$ cat config.mk
export PLATFORM = sky130hd
export DESIGN_NAME = pbus_master_seq
export DESIGN_NICKNAME = d
export VERILOG_FILES = /design/src/rtl/pbus_seq_pkg.sv /design/src/rtl/pbus_region_decode.sv /design/src/rtl/pbus_phase_fsm.sv /design/src/rtl/pbus_xfer_regs.sv /design/src/rtl/pbus_master_seq.sv
export SDC_FILE = /design/constraint.sdc
export NUM_CORES = 1
export LEC_CHECK = 0
export ABC_CLOCK_PERIOD_IN_PS = 1400
export BUFFER_PORTS_ARGS = -buffer_cell sky130_fd_sc_hd__buf_2
export CORE_ASPECT_RATIO = 0.5
export CORE_UTILIZATION = 45
export CTS_CLUSTER_SIZE = 30
export DETAILED_ROUTE_END_ITERATION = 16
export PLACE_DENSITY_LB_ADDON = 0.25
export SLEW_MARGIN = 40
export SYNTH_ARGS = -nofsm -noshare
export SYNTH_HDL_FRONTEND = slang
export SYNTH_SLANG_ARGS = --single-unit
$ cat constraint.sdc
create_clock -name clk -period 1.4 [get_ports clk]
set_input_delay 0.07 -clock clk [delete_from_list [all_inputs] [get_ports clk]]
set_output_delay 0.07 -clock clk [all_outputs]
set_load 0.01 [all_outputs]
$ cat src/rtl/pbus_seq_pkg.sv
package pbus_seq_pkg;
  typedef enum logic [1:0] {
    PH_IDLE   = 2'd0,
    PH_SETUP  = 2'd1,
    PH_ACCESS = 2'd2
  } phase_t;
endpackage

$ cat src/rtl/pbus_region_decode.sv
module pbus_region_decode #(
  parameter int AW      = 16,
  parameter int NSEL    = 4,
  parameter int SEL_LSB = 12
) (
  input  logic [AW-1:0]   addr,
  output logic [NSEL-1:0] sel
);
  localparam int IDXW = (NSEL > 1) ? $clog2(NSEL) : 1;
  localparam int HIW  = AW - SEL_LSB - IDXW;

  logic [IDXW-1:0] idx;
  logic            in_map;

  assign idx    = addr[SEL_LSB +: IDXW];
  assign in_map = (addr[AW-1 -: HIW] == '0);

  for (genvar g = 0; g < NSEL; g++) begin : g_sel
    assign sel[g] = in_map && (idx == IDXW'(g));
  end
endmodule

$ cat src/rtl/pbus_phase_fsm.sv
module pbus_phase_fsm
  import pbus_seq_pkg::*;
(
  input  logic clk,
  input  logic rst,
  input  logic req,
  output logic ack,
  output logic in_setup,
  output logic in_access
);
  phase_t ph_q;

  always_ff @(posedge clk) begin
    if (rst) begin
      ph_q <= PH_IDLE;
    end else begin
      case (ph_q)
        PH_IDLE:   ph_q <= req ? PH_SETUP : PH_IDLE;
        PH_SETUP:  ph_q <= PH_ACCESS;
        PH_ACCESS: ph_q <= req ? PH_SETUP : PH_IDLE;
        default:   ph_q <= PH_IDLE;
      endcase
    end
  end

  assign in_setup  = (ph_q == PH_SETUP);
  assign in_access = (ph_q == PH_ACCESS);
  assign ack       = !rst && req && !in_setup;
endmodule

$ cat src/rtl/pbus_xfer_regs.sv
module pbus_xfer_regs #(
  parameter int AW   = 16,
  parameter int DW   = 32,
  parameter int NSEL = 4
) (
  input  logic            clk,
  input  logic            rst,
  input  logic            load,
  input  logic            in_setup,
  input  logic            in_access,
  input  logic [AW-1:0]   cmd_addr,
  input  logic            cmd_write,
  input  logic [DW-1:0]   cmd_wdata,
  input  logic [NSEL-1:0] dec_sel,
  input  logic [DW-1:0]   bus_rdata,
  output logic [AW-1:0]   bus_addr,
  output logic            bus_write,
  output logic [DW-1:0]   bus_wdata,
  output logic [NSEL-1:0] bus_sel,
  output logic            bus_enable,
  output logic            done,
  output logic [DW-1:0]   rd_data
);
  logic read_hit;
  assign read_hit = !bus_write && (|bus_sel);

  always_ff @(posedge clk) begin
    if (rst) begin
      bus_addr   <= '0;
      bus_write  <= 1'b0;
      bus_wdata  <= '0;
      bus_sel    <= '0;
      bus_enable <= 1'b0;
      done       <= 1'b0;
      rd_data    <= '0;
    end else begin
      bus_enable <= in_setup;
      done       <= in_access;
      if (in_access) begin
        rd_data <= read_hit ? bus_rdata : '0;
      end
      if (load) begin
        bus_addr  <= cmd_addr;
        bus_write <= cmd_write;
        bus_wdata <= cmd_wdata;
        bus_sel   <= dec_sel;
      end else if (in_access) begin
        bus_sel <= '0;
      end
    end
  end
endmodule

$ cat src/rtl/pbus_master_seq.sv
module pbus_master_seq #(
  parameter int AW      = 16,
  parameter int DW      = 32,
  parameter int NSEL    = 4,
  parameter int SEL_LSB = 12
) (
  input  logic            clk,
  input  logic            rst,
  input  logic            cmd_req,
  input  logic [AW-1:0]   cmd_addr,
  input  logic            cmd_write,
  input  logic [DW-1:0]   cmd_wdata,
  output logic            cmd_ack,
  output logic            done,
  output logic [DW-1:0]   rd_data,
  output logic [AW-1:0]   bus_addr,
  output logic            bus_write,
  output logic [DW-1:0]   bus_wdata,
  output logic [NSEL-1:0] bus_sel,
  output logic            bus_enable,
  input  logic [DW-1:0]   bus_rdata
);
  logic            in_setup;
  logic            in_access;
  logic [NSEL-1:0] dec_sel;

  pbus_phase_fsm u_fsm (
    .clk       (clk),
    .rst       (rst),
    .req       (cmd_req),
    .ack       (cmd_ack),
    .in_setup  (in_setup),
    .in_access (in_access)
  );

  pbus_region_decode #(.AW(AW), .NSEL(NSEL), .SEL_LSB(SEL_LSB)) u_dec (
    .addr (cmd_addr),
    .sel  (dec_sel)
  );

  pbus_xfer_regs #(.AW(AW), .DW(DW), .NSEL(NSEL)) u_regs (
    .clk        (clk),
    .rst        (rst),
    .load       (cmd_ack),
    .in_setup   (in_setup),
    .in_access  (in_access),
    .cmd_addr   (cmd_addr),
    .cmd_write  (cmd_write),
    .cmd_wdata  (cmd_wdata),
    .dec_sel    (dec_sel),
    .bus_rdata  (bus_rdata),
    .bus_addr   (bus_addr),
    .bus_write  (bus_write),
    .bus_wdata  (bus_wdata),
    .bus_sel    (bus_sel),
    .bus_enable (bus_enable),
    .done       (done),
    .rd_data    (rd_data)
  );
endmodule

==> impl_results.md, run 1 <==
- Rows: 21
- Worst-path maximum fanout: 4
- RSZ-0062 raised after global routing: false
- Grt peak-use layer: met2
- Die ar.: 7800 um2
- Met3 Use GR: 8.21%
- Slew HR: 75.4%
- Initial antenna violation count: 0
- Class of the most critical setup path: flop to primary output
- PortBufs: 171
- Post-Syn Nets: 408
- Cell Int Power: 4.53 mW
- Vias in the first global route: 3,458
- Final antenna-violating net count: 0
- Startpoint types: flop
- Power Density: 1090 nW/um2
- Drt pass-1 iters: 5
- Synth top area cells: dfxtp_1 53%, nand2b_1 9.0%, a22o_2 8.1%
- Fin. Hold Viols: 0
- Routed via count: 3,379
- Core area: 6940 um2
- Yosys top cell by area: dfxtp_1
- Fin util: 78.0%
- Post-DR wirelength/cell: 15.2 um
- GR Util met2: 47.2%
- Seq pwr share: 45.4%
- Die extent in x: 124 um
- Overflow after GRT: 0
- I/O Pins: 172
- Root buf cell: clkbuf_16
- Cells after Synth: 324
- Final min period: 1.34 ns
- Num CTS Buffers: 9
- Layout cell share with drive strength beyond 1: 44.4%
- Clk pwr share: 40.6%
- Clk buf depth: 2
- Largest net degree at the start of global routing: 55
- Critical Path RT: 1.33 ns
- N_diodes: 0
- Syn-to-layout area delta: 61.7%
- Comb pwr share: 14.0%
- Fill cell count: 477
- Critical Path AT: 1.27 ns
- Final Cycle Share: 95.4%
- Post-detailed-placement half-perimeter wirelength: 5.29 mm
- Worst min path class: input pin to flop
- Starting Density: 48.2%
- Overall routing resource usage: 26.8%
- Yosys warns: 0
- Syn Area/Cell: 10.3 um2
- Peak supply drop: 0.000687 V
- WL final: 10.1 mm
- Fmax: 0.749 GHz
- Synth Register Bits: 88
- Clk_lat worst skew: 0.33 ns
- GR Layer Usage met1: 29.1%
- Sw power: 1.36 mW
- Reg clk slew, reported paths: 0.06 ns
- Status: finished, final reports clean
- H-tree levels: 3
- Non-Filler Instances: 664
- Critical Path End Type: primary output
- Post-synthesis sequential area ratio: 52.7%
- Starting DRC count in detailed routing: 206
- TritonCTS clock tree: yes
- Slew Limit Fails: 0
- Setup TNS: 0 ns
- Clock skew: 0.00633 ns
- Slew @ Worst Pin: 0.369 ns
- Post-synth top area share: 52.7%
- Inst Count DP: 566
- Switching Share: 23.0%
- Synth cell types: 26
- Hold slack: 0.0194 ns
- Setup Viol. Count Final: 0
- DR vias/cell: 5.09
- First-pass GRT wire length: 16.1 mm
- Clock tree sinks: 88
- Net count, final: 651
- RePlAce Congestion: 0.760
- Leakage: 2.49 nW
- DRC viols: 0
- Total of max-cap violations: 0
- Vert. Die Dim: 63.0 um
- Mapped cell area: 3340 um2
-- worst max-delay path, stage by stage (launching register included) --
cell and delay [ns]:
dfxtp_4 0.36, and2b_4 0.20, nor2_4 0.15, buf_12 0.12, buf_2 0.12
-- Yosys cell counts --
library cell	number
a22o_2	27
o21ai_2	19
nand2b_4	1
nor3_1	1
buf_6	10
buf_2	6
and2b_4	1
nand2b_1	48
nor2_1	3
nor4_4	1
clkbuf_1	11
o211ai_1	4
nor4_2	1
clkbuf_2	2
nor2b_1	2
or2b_1	1
nand4_1	2
a21oi_1	6
dfxtp_1	88
a22o_1	5
nor2_2	1
nand3_1	49
nor3b_1	1
buf_4	2
nand4b_1	2
o21ai_0	30
-- layout make-up --
cell class | instances | area, um2 | share of cell area (%)
Clock inverter | 3 | 40.0 | 0.740
Timing Repair Buffer | 263 | 1840 | 34.0
Multi-Input combinational cell | 205 | 1390 | 25.7
Sequential cell | 88 | 1770 | 32.6
Tap cell | 92 | 115 | 2.13
Clock buffer | 13 | 260 | 4.81
-- layout by cell type (no fill, tap or decap), drive strengths merged, types with 4 or more instances in the layout --
| master | instances |
|---|---|
| a21oi | 6 |
| a22o | 32 |
| buf | 186 |
| clkbuf | 13 |
| dfxtp | 88 |
| dlygate4sd3 | 77 |
| nand2b | 49 |
| nand3 | 49 |
| nor2 | 4 |
| o211ai | 4 |
| o21ai | 49 |
-- final timing paths --
check	from	to	slack [ns]	cells after the start
max	u_fsm.ph_q[1]$_SDFF_PP0_	cmd_ack	0.06	4
min	cmd_write	u_regs.bus_write$_SDFFE_PP0P_	0.02	3
max reg2reg	u_fsm.ph_q[1]$_SDFF_PP0_	u_regs.bus_wdata[31]$_SDFFE_PP0P_	0.10	6
min reg2reg	u_fsm.ph_q[0]$_SDFF_PP0_	u_fsm.ph_q[0]$_SDFF_PP0_	0.46	1
-- state kept, by name (all words and copies together) (netlist names) --
register / count
u_regs.bus_sel: 4
u_regs.bus_write: 1
u_regs.rd_data: 32
u_fsm.ph_q: 2
u_regs.bus_addr: 16
u_regs.done: 1
u_regs.bus_wdata: 32
-- metrics by stage --
stage	setup slack, ns	cell area (um2)	power (mW)
2_1_floorplan	0.121	3340	3.05
3_3_place_gp	0.163	4270	3.33
3_5_place_dp	0.130	4270	3.34
4_1_cts	0.00151	5390	5.90
5_1_grt	0.00507	5410	6.12
6_report	0.0643	5410	5.89
-- power by group through the flow --
stage                     registers (mW)  logic, mW  clock network [mW]
after floorplan                     2.78      0.271                   0
after global placement              2.72      0.610                   0
after detailed placement            2.72      0.615                   0
after CTS                           2.67      0.802                2.42
after global routing                2.68      0.894                2.54
final                               2.67      0.826                2.39
-- cell families (layout without fill, tap and decap cells) --
family                 after synthesis  after routing  share of synthesized area (%)
flip-flops                          88             88                           52.7
buffers and inverters               31            279                           6.25
AO/OA/AOI/OAI                       91             91                           20.7
AND/OR/NAND/NOR                    114            114                           20.4
-- repair_timing --
item                                    in CTS  in global routing
setup buffers                                3                  2
gates resized for setup                      1                  1
hold endpoints to repair                    77                  0
pin swaps                                    1                  1
endpoints found under the setup margin       1                 15
hold buffers                                77                  0
-- layer usage --
layer | vias to the layer above | wire, um
met1 | 1561 | 4120
met4 | 0 | 248
met5 | - | 0
met2 | 156 | 4950
met3 | 24 | 789
li1 | 1638 | -
Note: power is estimated with default switching activity, not from simulation.
==> run 2, diff against run 1 <==
Settings changed: PLACE_DENSITY from default to 0.79, PLACE_DENSITY_LB_ADDON 0.25 to default, TNS_END_PERCENT from default to 5.
==> run 2 against run 1 <==
Net effect:
- maximum frequency decreased by 3.4%
- first-iteration DRC count decreased by 9.7%
- via count increased by 0.44%
- register-to-register slack got worse by 0.08 ns
- routed wire length increased by 4.2%
- combinational power about the same
- critical path type is now flop to flop
- critical endpoint is now u_regs.bus_addr[0]$_SDFFE_PP0P_
- largest cell class unchanged
==> impl_results.md, run 2 (synthesized netlist as in run 1, its figures left out) <==
- Status: finished, final reports clean
- Critical Path AT: 1.59 ns
- Worst reg2reg path endpoint: u_regs.bus_addr[0]$_SDFFE_PP0P_
- Top flop regs: u_regs.bus_wdata: 32 flops, u_regs.rd_data: 32 flops, u_regs.bus_addr: 16 flops
- Metal2 WL: 5.47 mm
- Starting Density: 48.2%
- Fmax: 0.723 GHz
- Crit path capture: u_regs.bus_addr[0]$_SDFFE_PP0P_
- RePlAce Congestion: 0.791
- Starting DRC count in detailed routing: 186
- Setup Viol. Count Final: 0
- Switching Share: 23.9%
- Peak supply drop: 0.000677 V
- R2R depth: 6
- Final min period: 1.38 ns
- Finished layout cell area: 5390 um2
- Power Total: 5.69 mW
- Clk buf depth: 2
- Total of max-cap violations: 0
- Clk_lat worst skew: 0.33 ns
- Comb pwr share: 14.5%
- TritonCTS clock tree: yes
- Fin util: 77.7%
- Worst-path maximum fanout: 20
- Post-DR wirelength/cell: 15.8 um
- Top layer in use: met4
- Overflow after GRT: 0
- Clk pwr share: 38.5%
- RSZ-0062 raised after global routing: true
- Root buf cell: clkbuf_16
- First-pass GRT wire length: 16.4 mm
- I/O Pins: 172
- Rows: 21
- Largest net degree at the start of global routing: 36
- Clock tree sinks: 88
- Core area: 6940 um2
- N_diodes: 0
- DRC viols: 0
- Cell Int Power: 4.33 mW
- WL final: 10.5 mm
- Most frequent cells in the layout: 170 x buf_2, 87 x dfxtp_1, 78 x dlygate4sd3_1, 49 x nand3_1, 48 x nand2b_1
- Final Cycle Share: 98.8%
- Crit-path cells: buf_6, and2b_4, nor2_4, buf_12, buf_12, o21ai_0
- Hold slack: 0.0512 ns
- PortBufs: 171
- Critical path's top delay family: buffers and inverters
- Routed via count: 3,394
- Slew HR: 72.2%
- Overall routing resource usage: 27.0%
- DR vias/cell: 5.08
- Reg clk slew, reported paths: 0.06 ns
- Syn-to-layout area delta: 61.1%
- Die extent in x: 124 um
- Seq pwr share: 47.0%
- Setup slack, reg-to-reg: 0.02 ns
- Power Density: 1060 nW/um2
- Class of the most critical setup path: flop to flop
- Fin. Hold Viols: 0
- Buffers and inverters on the worst path: 3
- Vias in the first global route: 3,420
- Critical Path Max Stage Delay: 0.36 ns
- Num CTS Buffers: 9
- Fill cell count: 453
- Startpoint types: flop
- Final antenna-violating net count: 0
- H-tree levels: 3
- Layout cell share with drive strength beyond 1: 45.1%
- Critical Path RT: 1.61 ns
- Worst min path class: input pin to flop
- Slew @ Worst Pin: 0.416 ns
- Post-detailed-placement half-perimeter wirelength: 5.62 mm
- Sw power: 1.36 mW
- Placed inst area: 4270 um2
- Die ar.: 7800 um2
- Clock skew: 0.00592 ns
- WP depth: 6
- Vert. Die Dim: 63.0 um
- Net count, final: 656
- Initial antenna violation count: 0
- Most common cell after layout, fill and taps aside: buf_2
- Multi-input gate area: 1410 um2
- Critical Path End Type: flop
- Register area: 1760 um2
- DR WL met3: 545 um
- Setup crit start: u_fsm.ph_q[1]$_SDFF_PP0_
- Crit path top cell by count: buf_12
- Metal-1 WL: 4.26 mm
- Drt pass-1 iters: 4
- Slew Limit Fails: 0
- Reg-to-Reg Start: u_fsm.ph_q[1]$_SDFF_PP0_
- CP max stage cell: dfxtp_2
- Leakage: 2.50 nW
-- run 2: changes by cell type in the layout (fill, tap and decap cells not counted), sizes merged --
| cell | change |
|---|---|
| buf | +3 |
| bufinv | -1 |
| clkbuf | -2 |
| clkinv | +2 |
| dlygate4sd3 | +1 |
| nor2b | +1 |
-- run 2: repair_timing --
| item | 4_1_cts | 5_1_grt |
|---|---|---|
| hold buffers | 78 | 0 |
| gates cloned | 0 | 1 |
| gates resized for setup | 2 | 10 |
| buffers inserted | 1 | 1 |
| setup endpoints to repair | 18 | 70 |
| hold endpoints to repair | 78 | 0 |
| pin swaps | 1 | 1 |
-- run 2: how the worst min path moves through the flow --
stage,from,endpoint,slack [ns],depth (start not counted)
4_1_cts,cmd_addr[13],u_regs.bus_addr[13]$_SDFFE_PP0P_,0.01,3
6_report,cmd_addr[14],u_regs.bus_addr[14]$_SDFFE_PP0P_,0.05,3
3_3_place_gp,bus_rdata[14],u_regs.rd_data[14]$_SDFFE_PP0P_,0.28,2
3_5_place_dp,bus_rdata[8],u_regs.rd_data[8]$_SDFFE_PP0P_,0.28,2
5_1_grt,cmd_addr[13],u_regs.bus_addr[13]$_SDFFE_PP0P_,0.05,3
2_1_floorplan,bus_rdata[7],u_regs.rd_data[7]$_SDFFE_PP0P_,0.20,1
-- run 2: cell type report --
type                            count  area share (%)
Clock buffer                       11            4.69
Timing Repair Buffer              267            33.9
Sequential cell                    88            32.7
Clock inverter                      4           0.371
Multi-Input combinational cell    206            26.2
Tap cell                           92            2.14
-- run 2: per-stage QoR --
| stage | setup WS [ns] | TNS, ns | cells |
|---|---|---|---|
| floorplan | 0.121 | 0 | 324 |
| global placement | -0.352 | -11.13 | 572 |
| detailed placement | -0.0257 | -0.225 | 572 |
| CTS | 0.000196 | 0 | 666 |
| global route | -0.0438 | -0.649 | 668 |
| finish | 0.0174 | 0 | 668 |
-- run 2: power by group through the flow --
| stage | clock network (mW) | registers (mW) | logic (mW) |
|---|---|---|---|
| 4_1_cts | 2.22 | 2.67 | 0.791 |
| 2_1_floorplan | 0 | 2.78 | 0.271 |
| 3_3_place_gp | 0 | 2.72 | 0.604 |
| 3_5_place_dp | 0 | 2.72 | 0.611 |
| 5_1_grt | 2.37 | 2.68 | 0.894 |
| 6_report | 2.19 | 2.67 | 0.828 |
-- run 2: layer usage --
| layer | track usage (%) | vias up |
|---|---|---|
| met3 | 6.93 | 26 |
| met2 | 49.4 | 120 |
| met4 | 10.7 | 0 |
| met5 | 0 | - |
| li1 | - | 1649 |
| met1 | 29.6 | 1599 |
-- run 2: worst register-to-register path, cell delays in order, from the launching register on --
cell and delay [ns]:
dfxtp_2 0.36, buf_6 0.11, and2b_4 0.21, nor2_4 0.18, buf_12 0.13, buf_12 0.18
o21ai_0 0.10
==> run 3, diff against run 2 <==
Settings changed: GPL_TIMING_DRIVEN from default to 0.
==> run 3 against run 2 <==
Net effect:
- the run now ends with hold timing, setup timing left
- die area unchanged
- sequential cell count unchanged
- sequential power about the same
- critical path depth decreased by 2
- setup slack got worse by 0.018 ns
- via count grew 2.2%
- routed wire length rose by 0.53%
- hold slack worse by 0.052 ns
- clock power rose by 24%
- maximum frequency fell by 1.3%
- clock-buffer cell count fell by 1
- largest power group is now the clock network
==> impl_results.md, run 3 (synthesized netlist as in run 1, its figures left out) <==
- Worst min path class: input pin to flop
- Starting DRC count in detailed routing: 316
- PortBufs: 171
- Setup Slack @ Placement: 0.0282 ns
- Setup Viol. Count Final: 1
- H-tree levels: 3
- Critical Path End Type: primary output
- Crit-path cells: and2b_4, nor2_4, buf_12, buf_2
- Placed inst area: 4320 um2
- Routed via count: 3,470
- Critical Path Max Stage Delay: 0.36 ns
- Fin. Hold Viols: 1
- TritonCTS clock tree: yes
- DR WL met3: 625 um
- Finished layout cell area: 5470 um2
- Layout cell share with drive strength beyond 1: 44.7%
- Status: finished, violations left
- Largest net degree at the start of global routing: 15
- DR vias/cell: 5.08
- Final antenna-violating net count: 0
- Post-detailed-placement half-perimeter wirelength: 5.86 mm
- Drt pass-1 iters: 4
- Peak supply drop: 0.000675 V
- Vias in the first global route: 3,369
- WL final: 10.6 mm
- Setup ws final: -0.000183 ns
- Metal-1 WL: 4.20 mm
- N_diodes: 0
- Slew Limit Fails: 0
- Fill cell count: 470
- Core area: 6940 um2
- CP max stage cell: dfxtp_4
- Final min period: 1.40 ns
- Setup TNS: -0.000183 ns
- Starting Density: 48.2%
- Root buf cell: clkbuf_16
- DRC viols: 0
- Critical Path AT: 1.33 ns
- Overflow after GRT: 0
- Fmax: 0.714 GHz
- Clock tree sinks: 88
- Slew HR: 70.1%
- RSZ-0062 raised after global routing: true
- Rows: 21
- Leakage: 2.53 nW
- Net count, final: 670
- Hold slack: -0.000494 ns
- Overall routing resource usage: 27.4%
- Most frequent cells in the layout: 177 x buf_2, 86 x dfxtp_1, 77 x dlygate4sd3_1, 49 x nand3_1, 48 x nand2b_1
- Metal2 WL: 5.38 mm
- Non-Filler Instances: 683
- Vert. Die Dim: 63.0 um
- Fin util: 78.8%
- Die ar.: 7800 um2
- I/O Pins: 172
- RePlAce Congestion: 0.799
- First-pass GRT wire length: 16.4 mm
- Startpoint types: flop
- Failing checks: hold timing, setup timing
- Power Total: 6.21 mW
- Top layer in use: met4
- Top flop regs: u_regs.bus_wdata: 32 flops, u_regs.rd_data: 32 flops, u_regs.bus_addr: 16 flops
- Num CTS Buffers: 9
- Critical Path RT: 1.33 ns
- Power Density: 1140 nW/um2
- Clock skew: 0.00290 ns
- Slew @ Worst Pin: 0.449 ns
- Worst-path maximum fanout: 7
- Class of the most critical setup path: flop to primary output
- Clk buf depth: 2
- Die extent in x: 124 um
- Inst Count DP: 587
- Syn-to-layout area delta: 63.4%
- Clk_lat worst skew: 0.34 ns
- Post-DR wirelength/cell: 15.5 um
- Total of max-cap violations: 0
- Initial antenna violation count: 0
- Reg clk slew, reported paths: 0.06 ns
- Most common cell after layout, fill and taps aside: buf_2
- Final Cycle Share: 100%
==> run 3: area by class of cell <==
cell class / instances / area (um2) / area share, %
clock buffer: 10 / 229 / 4.19
timing repair buffer: 252 / 1660 / 30.3
sequential: 88 / 1770 / 32.3
clock inverter: 6 / 108 / 1.97
buffer: 30 / 213 / 3.89
tap: 92 / 115 / 2.11
multi-input combinational: 205 / 1380 / 25.2
==> run 3: final timing paths <==
path	from	endpoint	slack, ns	depth (start not counted)
setup / recovery	u_fsm.ph_q[1]$_SDFF_PP0_	cmd_ack	-0.0002	4
hold / removal	cmd_addr[0]	u_regs.bus_addr[0]$_SDFFE_PP0P_	-0.0005	3
setup reg to reg	u_fsm.ph_q[1]$_SDFF_PP0_	u_regs.bus_wdata[14]$_SDFFE_PP0P_	0.04	6
hold reg to reg	u_fsm.ph_q[0]$_SDFF_PP0_	u_fsm.ph_q[0]$_SDFF_PP0_	0.45	1
==> run 3: layer usage <==
metal / vias to the layer above / GRT usage [%]
li1: 1675 / -
met1: 1622 / 29.8
met2: 133 / 50.1
met3: 40 / 6.66
met4: 0 / 12.4
met5: - / 0
==> run 3: repair_timing <==
action | 4_1_cts | 5_1_grt
endpoints found under the hold margin | 77 | 0
setup buffers | 4 | 0
resized for setup | 4 | 7
endpoints found under the setup margin | 1 | 26
pin swaps | 1 | 0
gates cloned | 0 | 0
hold buffers | 77 | 0
==> run 3: where the power goes <==
group	internal [mW]	switching, mW	leakage (nW)	total (mW)
logic	0.439	0.385	1.64	0.824
registers	2.61	0.0613	0.720	2.67
clock network	1.74	0.970	0.162	2.71
total	4.79	1.42	2.53	6.21
==> run 3: critical path: cells and delay by family, from the launching register on <==
| kind | cells | cell delay (ns) |
|---|---|---|
| AND/OR/NAND/NOR | 2 | 0.37 |
| flip-flops | 1 | 0.36 |
| buffers and inverters | 2 | 0.25 |
